===== config.mk =====
export PLATFORM = sky130hd
export DESIGN_NAME = dma_irq_ctrl
export DESIGN_NICKNAME = d
export VERILOG_FILES = /design/src/rtl/dirq_pkg.sv /design/src/rtl/dirq_sticky.sv /design/src/rtl/dirq_toggle.sv /design/src/rtl/dirq_reqgen.sv /design/src/rtl/dma_irq_ctrl.sv
export SDC_FILE = /design/constraint.sdc
export NUM_CORES = 1
export LEC_CHECK = 0
export ABC_AREA = 1
export CORE_MARGIN = 2
export CORE_UTILIZATION = 38
export DETAILED_ROUTE_END_ITERATION = 6
export PLACE_DENSITY = 0.85
export SKIP_CTS_REPAIR_TIMING = 1
export SYNTH_ARGS = -nofsm -noshare
export SYNTH_HDL_FRONTEND = slang
export SYNTH_SLANG_ARGS = --single-unit

===== constraint.sdc =====
create_clock -name clk -period 1.2 [get_ports clk]
set_input_delay 0.18 -clock clk [delete_from_list [all_inputs] [get_ports clk]]
set_output_delay 0.18 -clock clk [all_outputs]
set_load 0.005 [all_outputs]

===== src/rtl/dirq_pkg.sv =====
package dirq_pkg;

    localparam int NUM_CH     = 10;
    localparam int HALF_W     = 16;
    localparam int WORD_W     = 2 * HALF_W;
    localparam int STALL_POS  = 13;
    localparam int FEMPTY_POS = 14;
    localparam int BUSERR_POS = 15;

    // Sticky status sources
    typedef struct packed {
        logic              buserr;
        logic              fempty;
        logic              stall;
        logic [NUM_CH-1:0] chan;
    } dirq_stat_t;

    // Enable bits (bus error has none)
    typedef struct packed {
        logic              fempty;
        logic              stall;
        logic [NUM_CH-1:0] chan;
    } dirq_en_t;

    localparam int STAT_W = $bits(dirq_stat_t);
    localparam int EN_W   = $bits(dirq_en_t);

    function automatic logic [HALF_W-1:0] stat_to_half(dirq_stat_t s);
        logic [HALF_W-1:0] h;
        h = '0;
        h[NUM_CH-1:0] = s.chan;
        h[STALL_POS]  = s.stall;
        h[FEMPTY_POS] = s.fempty;
        h[BUSERR_POS] = s.buserr;
        return h;
    endfunction

    function automatic dirq_stat_t half_to_stat(logic [HALF_W-1:0] h);
        dirq_stat_t s;
        s.chan   = h[NUM_CH-1:0];
        s.stall  = h[STALL_POS];
        s.fempty = h[FEMPTY_POS];
        s.buserr = h[BUSERR_POS];
        return s;
    endfunction

    function automatic logic [HALF_W-1:0] en_to_half(dirq_en_t e);
        logic [HALF_W-1:0] h;
        h = '0;
        h[NUM_CH-1:0] = e.chan;
        h[STALL_POS]  = e.stall;
        h[FEMPTY_POS] = e.fempty;
        return h;
    endfunction

    function automatic dirq_en_t half_to_en(logic [HALF_W-1:0] h);
        dirq_en_t e;
        e.chan   = h[NUM_CH-1:0];
        e.stall  = h[STALL_POS];
        e.fempty = h[FEMPTY_POS];
        return e;
    endfunction

endpackage


===== src/rtl/dirq_sticky.sv =====
module dirq_sticky #(
    parameter int W = 13
) (
    input  logic         clk,
    input  logic         rst,
    input  logic [W-1:0] set_i,
    input  logic [W-1:0] clr_i,
    output logic [W-1:0] q_o
);
    // Set dominates clear so an event is never lost
    always_ff @(posedge clk) begin
        if (rst) q_o <= '0;
        else     q_o <= (q_o & ~clr_i) | set_i;
    end

    AST_EVT_WINS: assert property (@(posedge clk) disable iff (rst)
        (set_i != '0) |=> ((q_o & $past(set_i)) == $past(set_i)));

    AST_STAT_HOLD: assert property (@(posedge clk) disable iff (rst)
        (set_i == '0 && clr_i == '0) |=> $stable(q_o));
endmodule


===== src/rtl/dirq_toggle.sv =====
module dirq_toggle #(
    parameter int W = 12
) (
    input  logic         clk,
    input  logic         rst,
    input  logic [W-1:0] flip_i,
    output logic [W-1:0] q_o
);
    always_ff @(posedge clk) begin
        if (rst) q_o <= '0;
        else     q_o <= q_o ^ flip_i;
    end

    AST_EN_STABLE: assert property (@(posedge clk) disable iff (rst)
        (flip_i == '0) |=> $stable(q_o));
endmodule


===== src/rtl/dirq_reqgen.sv =====
module dirq_reqgen
    import dirq_pkg::*;
(
    input  logic       clk,
    input  logic       rst,
    input  dirq_stat_t stat_i,
    input  dirq_en_t   en_i,
    output logic       irq_o
);
    logic chan_hit, misc_hit, any_req;

    always_comb begin
        chan_hit = |(stat_i.chan & en_i.chan);
        misc_hit = (stat_i.stall & en_i.stall) | (stat_i.fempty & en_i.fempty);
        any_req  = chan_hit | misc_hit | stat_i.buserr;
    end

    always_ff @(posedge clk) begin
        if (rst) irq_o <= 1'b0;
        else     irq_o <= any_req;
    end
endmodule


===== src/rtl/dma_irq_ctrl.sv =====
module dma_irq_ctrl
    import dirq_pkg::*;
(
    input  logic              clk,
    input  logic              rst,
    input  logic [NUM_CH-1:0] chan_done,
    input  logic              stall_evt,
    input  logic              fifo_empty_evt,
    input  logic              bus_err_evt,
    input  logic              wr_en,
    input  logic [WORD_W-1:0] wr_data,
    output logic [WORD_W-1:0] rd_data,
    output logic              irq
);
    dirq_stat_t evt_set, stat_clr, stat_q;
    dirq_en_t   en_flip, en_q;

    always_comb begin
        evt_set.chan   = chan_done;
        evt_set.stall  = stall_evt;
        evt_set.fempty = fifo_empty_evt;
        evt_set.buserr = bus_err_evt;
        stat_clr = wr_en ? half_to_stat(wr_data[HALF_W-1:0])      : '0;
        en_flip  = wr_en ? half_to_en(wr_data[WORD_W-1:HALF_W])   : '0;
    end

    dirq_sticky #(.W(STAT_W)) u_stat (
        .clk  (clk),
        .rst  (rst),
        .set_i(evt_set),
        .clr_i(stat_clr),
        .q_o  (stat_q)
    );

    dirq_toggle #(.W(EN_W)) u_en (
        .clk   (clk),
        .rst   (rst),
        .flip_i(en_flip),
        .q_o   (en_q)
    );

    dirq_reqgen u_req (
        .clk   (clk),
        .rst   (rst),
        .stat_i(stat_q),
        .en_i  (en_q),
        .irq_o (irq)
    );

    assign rd_data = {en_to_half(en_q), stat_to_half(stat_q)};

    AST_BUSERR_IRQ: assert property (@(posedge clk) disable iff (rst)
        rd_data[BUSERR_POS] |=> irq);

    AST_IRQ_QUIET: assert property (@(posedge clk) disable iff (rst)
        (((rd_data[HALF_W-1:0] & rd_data[WORD_W-1:HALF_W]) == '0) && !rd_data[BUSERR_POS])
        |=> !irq);
endmodule


# ---- Word level (Yosys, flattened, before mapping)
# Index checks and enable logic that the tools add are counted.
dict set report totals {
  register_bits 26
  in_bits 48
  out_inout_bits 33
  wordCells 16
}
dict set report classes {
  muxes 2
  bitwise 10
  n_reduce_logical 1
}
# op count
set ops {}
lappend ops {{13-bit bitwise AND} 1}
lappend ops {{13-bit 2-to-1 mux} 1}
lappend ops {{13-bit NOT} 1}
lappend ops {{13-bit bitwise OR} 1}
lappend ops {{12-bit 2-to-1 mux} 1}
lappend ops {{12-bit XOR} 1}
lappend ops {{10-bit bitwise AND} 1}
lappend ops {{10-bit OR reduction} 1}
lappend ops {{1-bit bitwise OR} 3}
lappend ops {{1-bit bitwise AND} 2}

# ---- Longest topological paths before layout
# Gate-level depths: netlist of run 1.
dict set report logic_depth {
  depth_word 4
  mapped_depth 6
}

# ---- By module
# A second synthesis of run 1 with hierarchy kept.
dict set report hier_totals {
  cells_unflattened 218
  hier_area_um2 1383.8
}
# module instances cells_per_inst area_per_inst_um2
set by_module_without_submodules {}
lappend by_module_without_submodules {dirq_sticky 1 66 520.5}
lappend by_module_without_submodules {dirq_toggle 1 62 460.4}
lappend by_module_without_submodules {dma_irq_ctrl 1 61 277.8}
lappend by_module_without_submodules {dirq_reqgen 1 29 125.1}

# ---- Worst setup path after synthesis of run 1
# No wires, ideal clock.
dict set report synth_timing {
  kind {register -> register}
  startpoint {register u_en.q_o[11]}
  endpoint {register u_req.irq_o}
  arrival_ns 0.686
  setup_slack_ns 0.397
  stages_incl_launch_ff 7
  period_less_slack_ns 0.803
  path_cell_list {dfxtp_1 -> nand2_1 -> nand2_1 -> nor2_1 -> nand2_1 -> nor2_1 -> nor2_1}
}
dict set report synth_between {
  elab_chain_cells 4
}
# element line
set synth_rtl {}
lappend synth_rtl {{start, declared} dirq_toggle.sv:7} ;# output logic [W-1:0] q_o
lappend synth_rtl {{start signal, assigned} dirq_toggle.sv:11} ;# else q_o <= q_o ^ flip_i;
lappend synth_rtl {{1-bit bitwise AND} dirq_reqgen.sv:14} ;# misc_hit = (stat_i.stall & en_i.stall) | (stat_i.fempty & en_i.fempty);
lappend synth_rtl {{1-bit bitwise OR} dirq_reqgen.sv:14}
lappend synth_rtl {{1-bit bitwise OR (2 in a row)} dirq_reqgen.sv:15} ;# any_req = chan_hit | misc_hit | stat_i.buserr;
lappend synth_rtl {{end signal, assigned} dirq_reqgen.sv:20} ;# else irq_o <= any_req;
lappend synth_rtl {{end, declared} dirq_reqgen.sv:8} ;# output logic irq_o
# Every way passes these cells.
# A chain may end at the register's enable or synchronous reset.

# ---- Final worst setup path of run 1
dict set report layout_timing {
  startpoint {register u_en.q_o[5]}
  endpoint {register u_req.irq_o}
}
dict set report layout_between {
  elab_chain_cells 4
}
# element line
set layout_rtl {}
lappend layout_rtl {{10-bit bitwise AND} dirq_reqgen.sv:13} ;# chan_hit = |(stat_i.chan & en_i.chan);
lappend layout_rtl {{10-bit OR reduction} dirq_reqgen.sv:13}
lappend layout_rtl {{1-bit bitwise OR (2 in a row)} dirq_reqgen.sv:15}
# Every way passes these cells.

==> results of run 1 <==
power groups by stage:
stage | clock [mW] | combinational, mW | sequential (mW)
3_5_place_dp | 0 | 0.466 | 1.00
2_1_floorplan | 0 | 0.198 | 1.00
5_1_grt | 0.648 | 0.556 | 0.990
6_report | 0.604 | 0.505 | 0.981
3_3_place_gp | 0 | 0.460 | 1.00
4_1_cts | 0.620 | 0.469 | 0.983
final timing paths:
kind                  startpoint             end  slack, ns
hold / removal      chan_done[6]   u_stat.q_o[6]       0.43
setup reg to reg     u_en.q_o[5]     u_req.irq_o       0.11
setup / recovery     u_en.q_o[5]     u_req.irq_o       0.11
hold reg to reg   u_stat.q_o[10]  u_stat.q_o[10]       0.51
layout make-up:
| type | instances | share of cell area |
|---|---|---|
| inverter | 3 | 0.00524 |
| timing repair buffer | 82 | 0.405 |
| sequential | 26 | 0.261 |
| clock inverter | 1 | 0.0140 |
| tap | 44 | 0.0256 |
| multi-input combinational | 107 | 0.278 |
| clock buffer | 3 | 0.0105 |
cell families (layout without fill, tap and decap cells):
family                 count (synthesis)  in the layout  synth area share
other                                  1              7           0.00303
DFF                                   26             26             0.420
buffers and inverters                 17             89             0.115
and+or+nand+nor                       75             75             0.324
AOI/OAI and AO/OA                     25             25             0.137
metal layers:
layer,share of wire,up-vias,routed length [µm]
met5,0,-,0
met4,0.0038,0,12
met3,0.057,2,180
met2,0.54,40,1690
met1,0.40,536,1270
li1,-,612,-
sequential cells by signal (all words and copies together) (netlist names):
signal,cells
u_stat.q_o,13
u_req.irq_o,1
u_en.q_o,12
metrics by stage:
stage	cells	hold WS, ns	power (mW)	TNS (ns)
3_3_place_gp	248	0.493	1.46	-1.76
2_1_floorplan	150	0.297	1.20	0
5_1_grt	266	0.438	2.19	0
4_1_cts	252	0.419	2.07	-5.91
6_report	266	0.428	2.09	0
3_5_place_dp	248	0.505	1.47	-2.12
placed cells by master, fill, tap and decap left out, drive strengths merged:
cell type,Yosys,final
inv,3,3
nand3,12,12
bufinv,0,1
conb,1,7
nor2,18,18
clkbuf,0,3
dfxtp,26,26
a21oi,25,25
clkdlybuf4s50,0,40
dlymetal6s2s,0,26
buf,14,16
nor3b,12,12
nand2,33,33
critical path, delay by kind of cell, from the launching register on:
kind,cells,cell delay [ns]
DFF,1,0.37
and+or+nand+nor,6,0.36
buffers and inverters,2,0.26
==> out/results.txt, run 1 <==
Status: finished, final reports clean
Min-delay worst type: primary input to flip-flop
Met1 Track Usage GR: 0.173
Ant. Diodes: 0
Commonest cells in the synthesized netlist: 33 x nand2_1, 26 x dfxtp_1, 18 x nor2_1
Core ar.: 3080 µm²
Horiz. Die Dim: 61.1 µm
Hold Fails Final Rpt: 0
Power share of the sequential group: 0.470
CTS H-tree depth: 1
Area of placed instances: 1890 µm²
FMAX: 919 MHz
Hold Crit Depth: 3
CP cell instances: buf_4, buf_4, nand2_1, nand2_1, nor2_1, nand2_1, nor2_1, nor2_1
Detailed Route Iter0 Violations: 50
Nets@finish: 271
Clk slew on worst S/H paths: 0.14 ns
Clock Tree Buf Depth: 2
Post-DR wirelength/cell: 11.8 µm
Multi-input logic area: 598 µm²
VDD IR max: 0.542 mV
Fraction of power spent switching nets: 0.237
Max-cap viol count: 0
Syn Area/Cell: 8.60 µm²
Leak Pwr: 1.21 nW
Cell area after synthesis: 1240 µm²
Grt ovf: 0
Starting Density: 0.402
Place WS: -0.108 ns
Slowest stage delay, CP: 0.37 ns
TritonCTS Buffers: 3
Detail Route Antenna Nets: 0
Final Cell Area: 2150 µm²
GR met2 Demand/Resource: 0.293
Yosys reg bits: 26
TritonCTS clock tree: yes
Via density: 4.47
Crit path kind: flip-flop to flip-flop
Reg2reg path depth: 8
Gr usage total: 0.156
Sequential area share after synthesis: 0.420
Cell count after synthesis: 144
Clock share of power: 0.289
Share of cells above drive strength 1: 0.311
Top cell type's share of synthesized area: 0.420
Rows: 20
Vias: 1190
Top Ports: 81
TritonRoute pass-1 iters: 4
Slowest CP cell: dfxtp_4
Sequential cell area: 562 µm²
# clock sinks: 26
GR met3 Demand/Resource: 0.0315
Yosys top cell by area: dfxtp_1
Die area: 3730 µm²
Dominant synthesized flop cell: dfxtp_1
Root Buffer: clkbuf_4
Final Core Density: 0.698
Fin worst setup slack: 0.111 ns
DP HPWL: 2020 µm
Crit. End Element: flip-flop
Period utilisation layout: 0.907
GRT busiest layer: met2
Distinct cell type count after synthesis: 14
DRC viols: 0
Pwr per Cell Area: 972 nW/µm²
Die span in y: 61.1 µm
Gp weighted congestion: 0.687
Max Clock Skew: 0.00360 ns
Layout Area Growth over Synthesis: 73.5%
Later-pin clock latency in the skew report: 0.32 ns
Fin. max-slew vios: 0
Asr flop ratio synth: 0
RSZ-0062 raised after global routing: no
First-pass GRT wire length: 4450 µm
Count leader, synth: nand2_1
Critical path peak fanout: 2
CP required: 1.43 ns
Total wire length after detailed routing: 3150 µm
Final min period: 1.09 ns
Int Pwr: 1.60 mW
Synth Warn #: 0
Fillers: 261
Switching pwr: 0.495 mW
Antenna violations before repair: 0
Pin count of the biggest net entering global routing: 38
Synth top area cells: dfxtp_1 42%, nor3b_2 12%, nand2_1 10%
Final Setup Violations: 0
Buffers on Ports: 66
Startpoint types: flip-flop
Vias in the first global route: 1114
Critical path data arrival time: 1.32 ns
Combinational Power Share: 0.242
Post-synth EDFFs: 0
(Power assumes the default switching activity.)
==> run 2: changes to the inputs <==
--- a/config.mk
+++ b/config.mk
@@ -9,6 +9,7 @@
 export CORE_MARGIN = 2
 export CORE_UTILIZATION = 38
 export DETAILED_ROUTE_END_ITERATION = 6
+export HOLD_SLACK_MARGIN = 0.02
 export PLACE_DENSITY = 0.85
 export SKIP_CTS_REPAIR_TIMING = 1
 export SYNTH_ARGS = -nofsm -noshare
==> constraint.sdc (replaced) <==
create_clock -name clk -period 1.2 [get_ports clk]
set_input_delay 0.24 -clock clk [delete_from_list [all_inputs] [get_ports clk]]
set_output_delay 0.24 -clock clk [all_outputs]
set_load 0.005 [all_outputs]
==> out/results.txt, run 2 (synthesized netlist as in run 1, its figures left out) <==
Status: finished, final reports clean
Top Ports: 81 (unchanged)
Nets@finish: 271 (unchanged)
Antenna violations before repair: 0 (unchanged)
Die span in y: 61.1 µm (unchanged)
Pwr per Cell Area: 984 nW/µm² (+1.2%)
Starting Density: 0.402 (unchanged)
Int Pwr: 1.60 mW (+0.31%)
Fin. max-slew vios: 0 (unchanged)
Hold Fails Final Rpt: 0 (unchanged)
Max Clock Skew: 0.0141 ns (+0.0105 ns)
CP cell instances: dlymetal6s2s_1
Later-pin clock latency in the skew report: 0.33 ns (about the same)
# clock sinks: 26 (unchanged)
Rows: 20 (unchanged)
Horiz. Die Dim: 61.1 µm (unchanged)
CTS H-tree depth: 1 (unchanged)
Combinational Power Share: 0.246 (+0.004)
Post-DR wirelength/cell: 12.0 µm (+1.5%)
Fin worst setup slack: 0.101 ns (-0.0104 ns)
Startpoint types: flip-flop
Fraction of power spent switching nets: 0.240 (+0.00291)
Core ar.: 3080 µm² (unchanged)
Worst hold start: fifo_empty_evt
Pwr Total: 2.10 mW (+0.69%)
Biggest regs: u_stat.q_o: 13 flops, u_en.q_o: 12 flops, u_req.irq_o: 1 flops
Min-delay worst type: primary input to flip-flop
Max-cap viol count: 0 (unchanged)
Switching pwr: 0.504 mW (+1.9%)
Share of cells above drive strength 1: 0.311 (unchanged)
Clock share of power: 0.290 (about the same)
Crit path kind: flip-flop to primary output
Fillers: 252 (-3.4%)
Largest register FFs: 13 (unchanged)
Placed cells: 260 (+4.8%)
Detailed Route Iter0 Violations: 36 (-28%)
Gp weighted congestion: 0.703 (+2.4%)
Pin count of the biggest net entering global routing: 38 (unchanged)
Final min period: 1.10 ns (+0.0104 ns)
CP top delay family: flip-flops
Critical path data arrival time: 0.86 ns (-0.46 ns)
Final Cell Area: 2140 µm² (-0.47%)
Buf/Inv on CP: 1 (-1)
VDD IR max: 0.809 mV (+49%)
RSZ-0062 raised after global routing: no
Vias: 1190 (unchanged)
TritonCTS clock tree: yes
Clock Tree Buf Depth: 2 (unchanged)
Final Core Density: 0.695 (-0.00325)
Detail Route Antenna Nets: 0 (unchanged)
Grt ovf: 0 (unchanged)
Crit. End Element: primary output
Root Buffer: clkbuf_4
CP required: 0.96 ns (-0.47 ns)
TritonRoute pass-1 iters: 4 (unchanged)
Period utilisation layout: 0.916 (+0.00869)
Setup crit start: u_stat.q_o[3]
DP HPWL: 2170 µm (+7.6%)
Biggest register: u_stat.q_o
Ant. Diodes: 0 (unchanged)
Total wire length after detailed routing: 3200 µm (+1.5%)
Slowest CP cell: dfxtp_2
Leak Pwr: 1.20 nW (-0.12%)
Layout Area Growth over Synthesis: 72.7%
Critical path peak fanout: 3 (+1)
Place WS: -0.166 ns (-0.0580 ns)
Power share of the sequential group: 0.464 (-0.006)
Clk slew on worst S/H paths: 0.16 ns (+0.02 ns)
Final Setup Violations: 0 (unchanged)
Worst R2R Start: u_en.q_o[11]
DRC viols: 0 (unchanged)
Final std cells w/o fill: 266 (unchanged)
Gr usage total: 0.163 (+0.00647)
Commonest non-fill, non-tap cells in the layout: 40 x clkdlybuf4s50_1, 33 x nand2_1, 26 x dlymetal6s2s_1
Slowest stage delay, CP: 0.38 ns (about the same)
TritonCTS Buffers: 3 (unchanged)
Vias in the first global route: 1070 (-3.9%)
First-pass GRT wire length: 4570 µm (+2.6%)
Area of placed instances: 1980 µm² (+4.8%)
FMAX: 910 MHz (-0.95%)
Buffers on Ports: 66 (unchanged)
Via density: 4.47 (unchanged)
Commonest non-fill, non-tap cell in the layout: clkdlybuf4s50_1
Die area: 3730 µm² (unchanged)
## run 2: power by group through the flow
stage	clock (mW)	sequential, mW	combinational, mW
final	0.611	0.976	0.518
after global routing	0.649	0.985	0.568
after CTS	0.615	0.966	0.531
after detailed placement	0	0.984	0.528
after global placement	0	0.983	0.517
after floorplan	0	1.00	0.198
## run 2: final timing paths
check	cells past startpoint	slack [ns]	to
min reg2reg	2	0.50	u_stat.q_o[2]
max reg2reg	7	0.18	u_req.irq_o
max	1	0.10	rd_data[3]
min	3	0.48	u_stat.q_o[11]
## run 2: stage by stage
| stage | setup TNS [ns] | hold WS, ns |
|---|---|---|
| 2_1_floorplan | 0 | 0.357 |
| 4_1_cts | -6.52 | 0.481 |
| 3_5_place_dp | -3.69 | 0.500 |
| 3_3_place_gp | -3.30 | 0.493 |
| 6_report | 0 | 0.478 |
| 5_1_grt | 0 | 0.477 |
## run 2: cell type report
cell class / instances / area [µm²] / area share
Timing Repair Buffer: 82 / 871 / 0.407
Multi-Input combinational cell: 107 / 598 / 0.280
Sequential cell: 26 / 552 / 0.258
Tap cell: 44 / 55.1 / 0.0257
Clock inverter: 1 / 30.0 / 0.0140
Clock buffer: 3 / 22.5 / 0.0105
Inverter: 3 / 11.3 / 0.00526
## run 2: layer usage
layer	vias up	global-route usage	part of all wire
met5	-	0	0
met4	0	0.0466	0.0041
met3	2	0.0441	0.065
met2	38	0.304	0.53
met1	536	0.179	0.40
li1	614	-	-
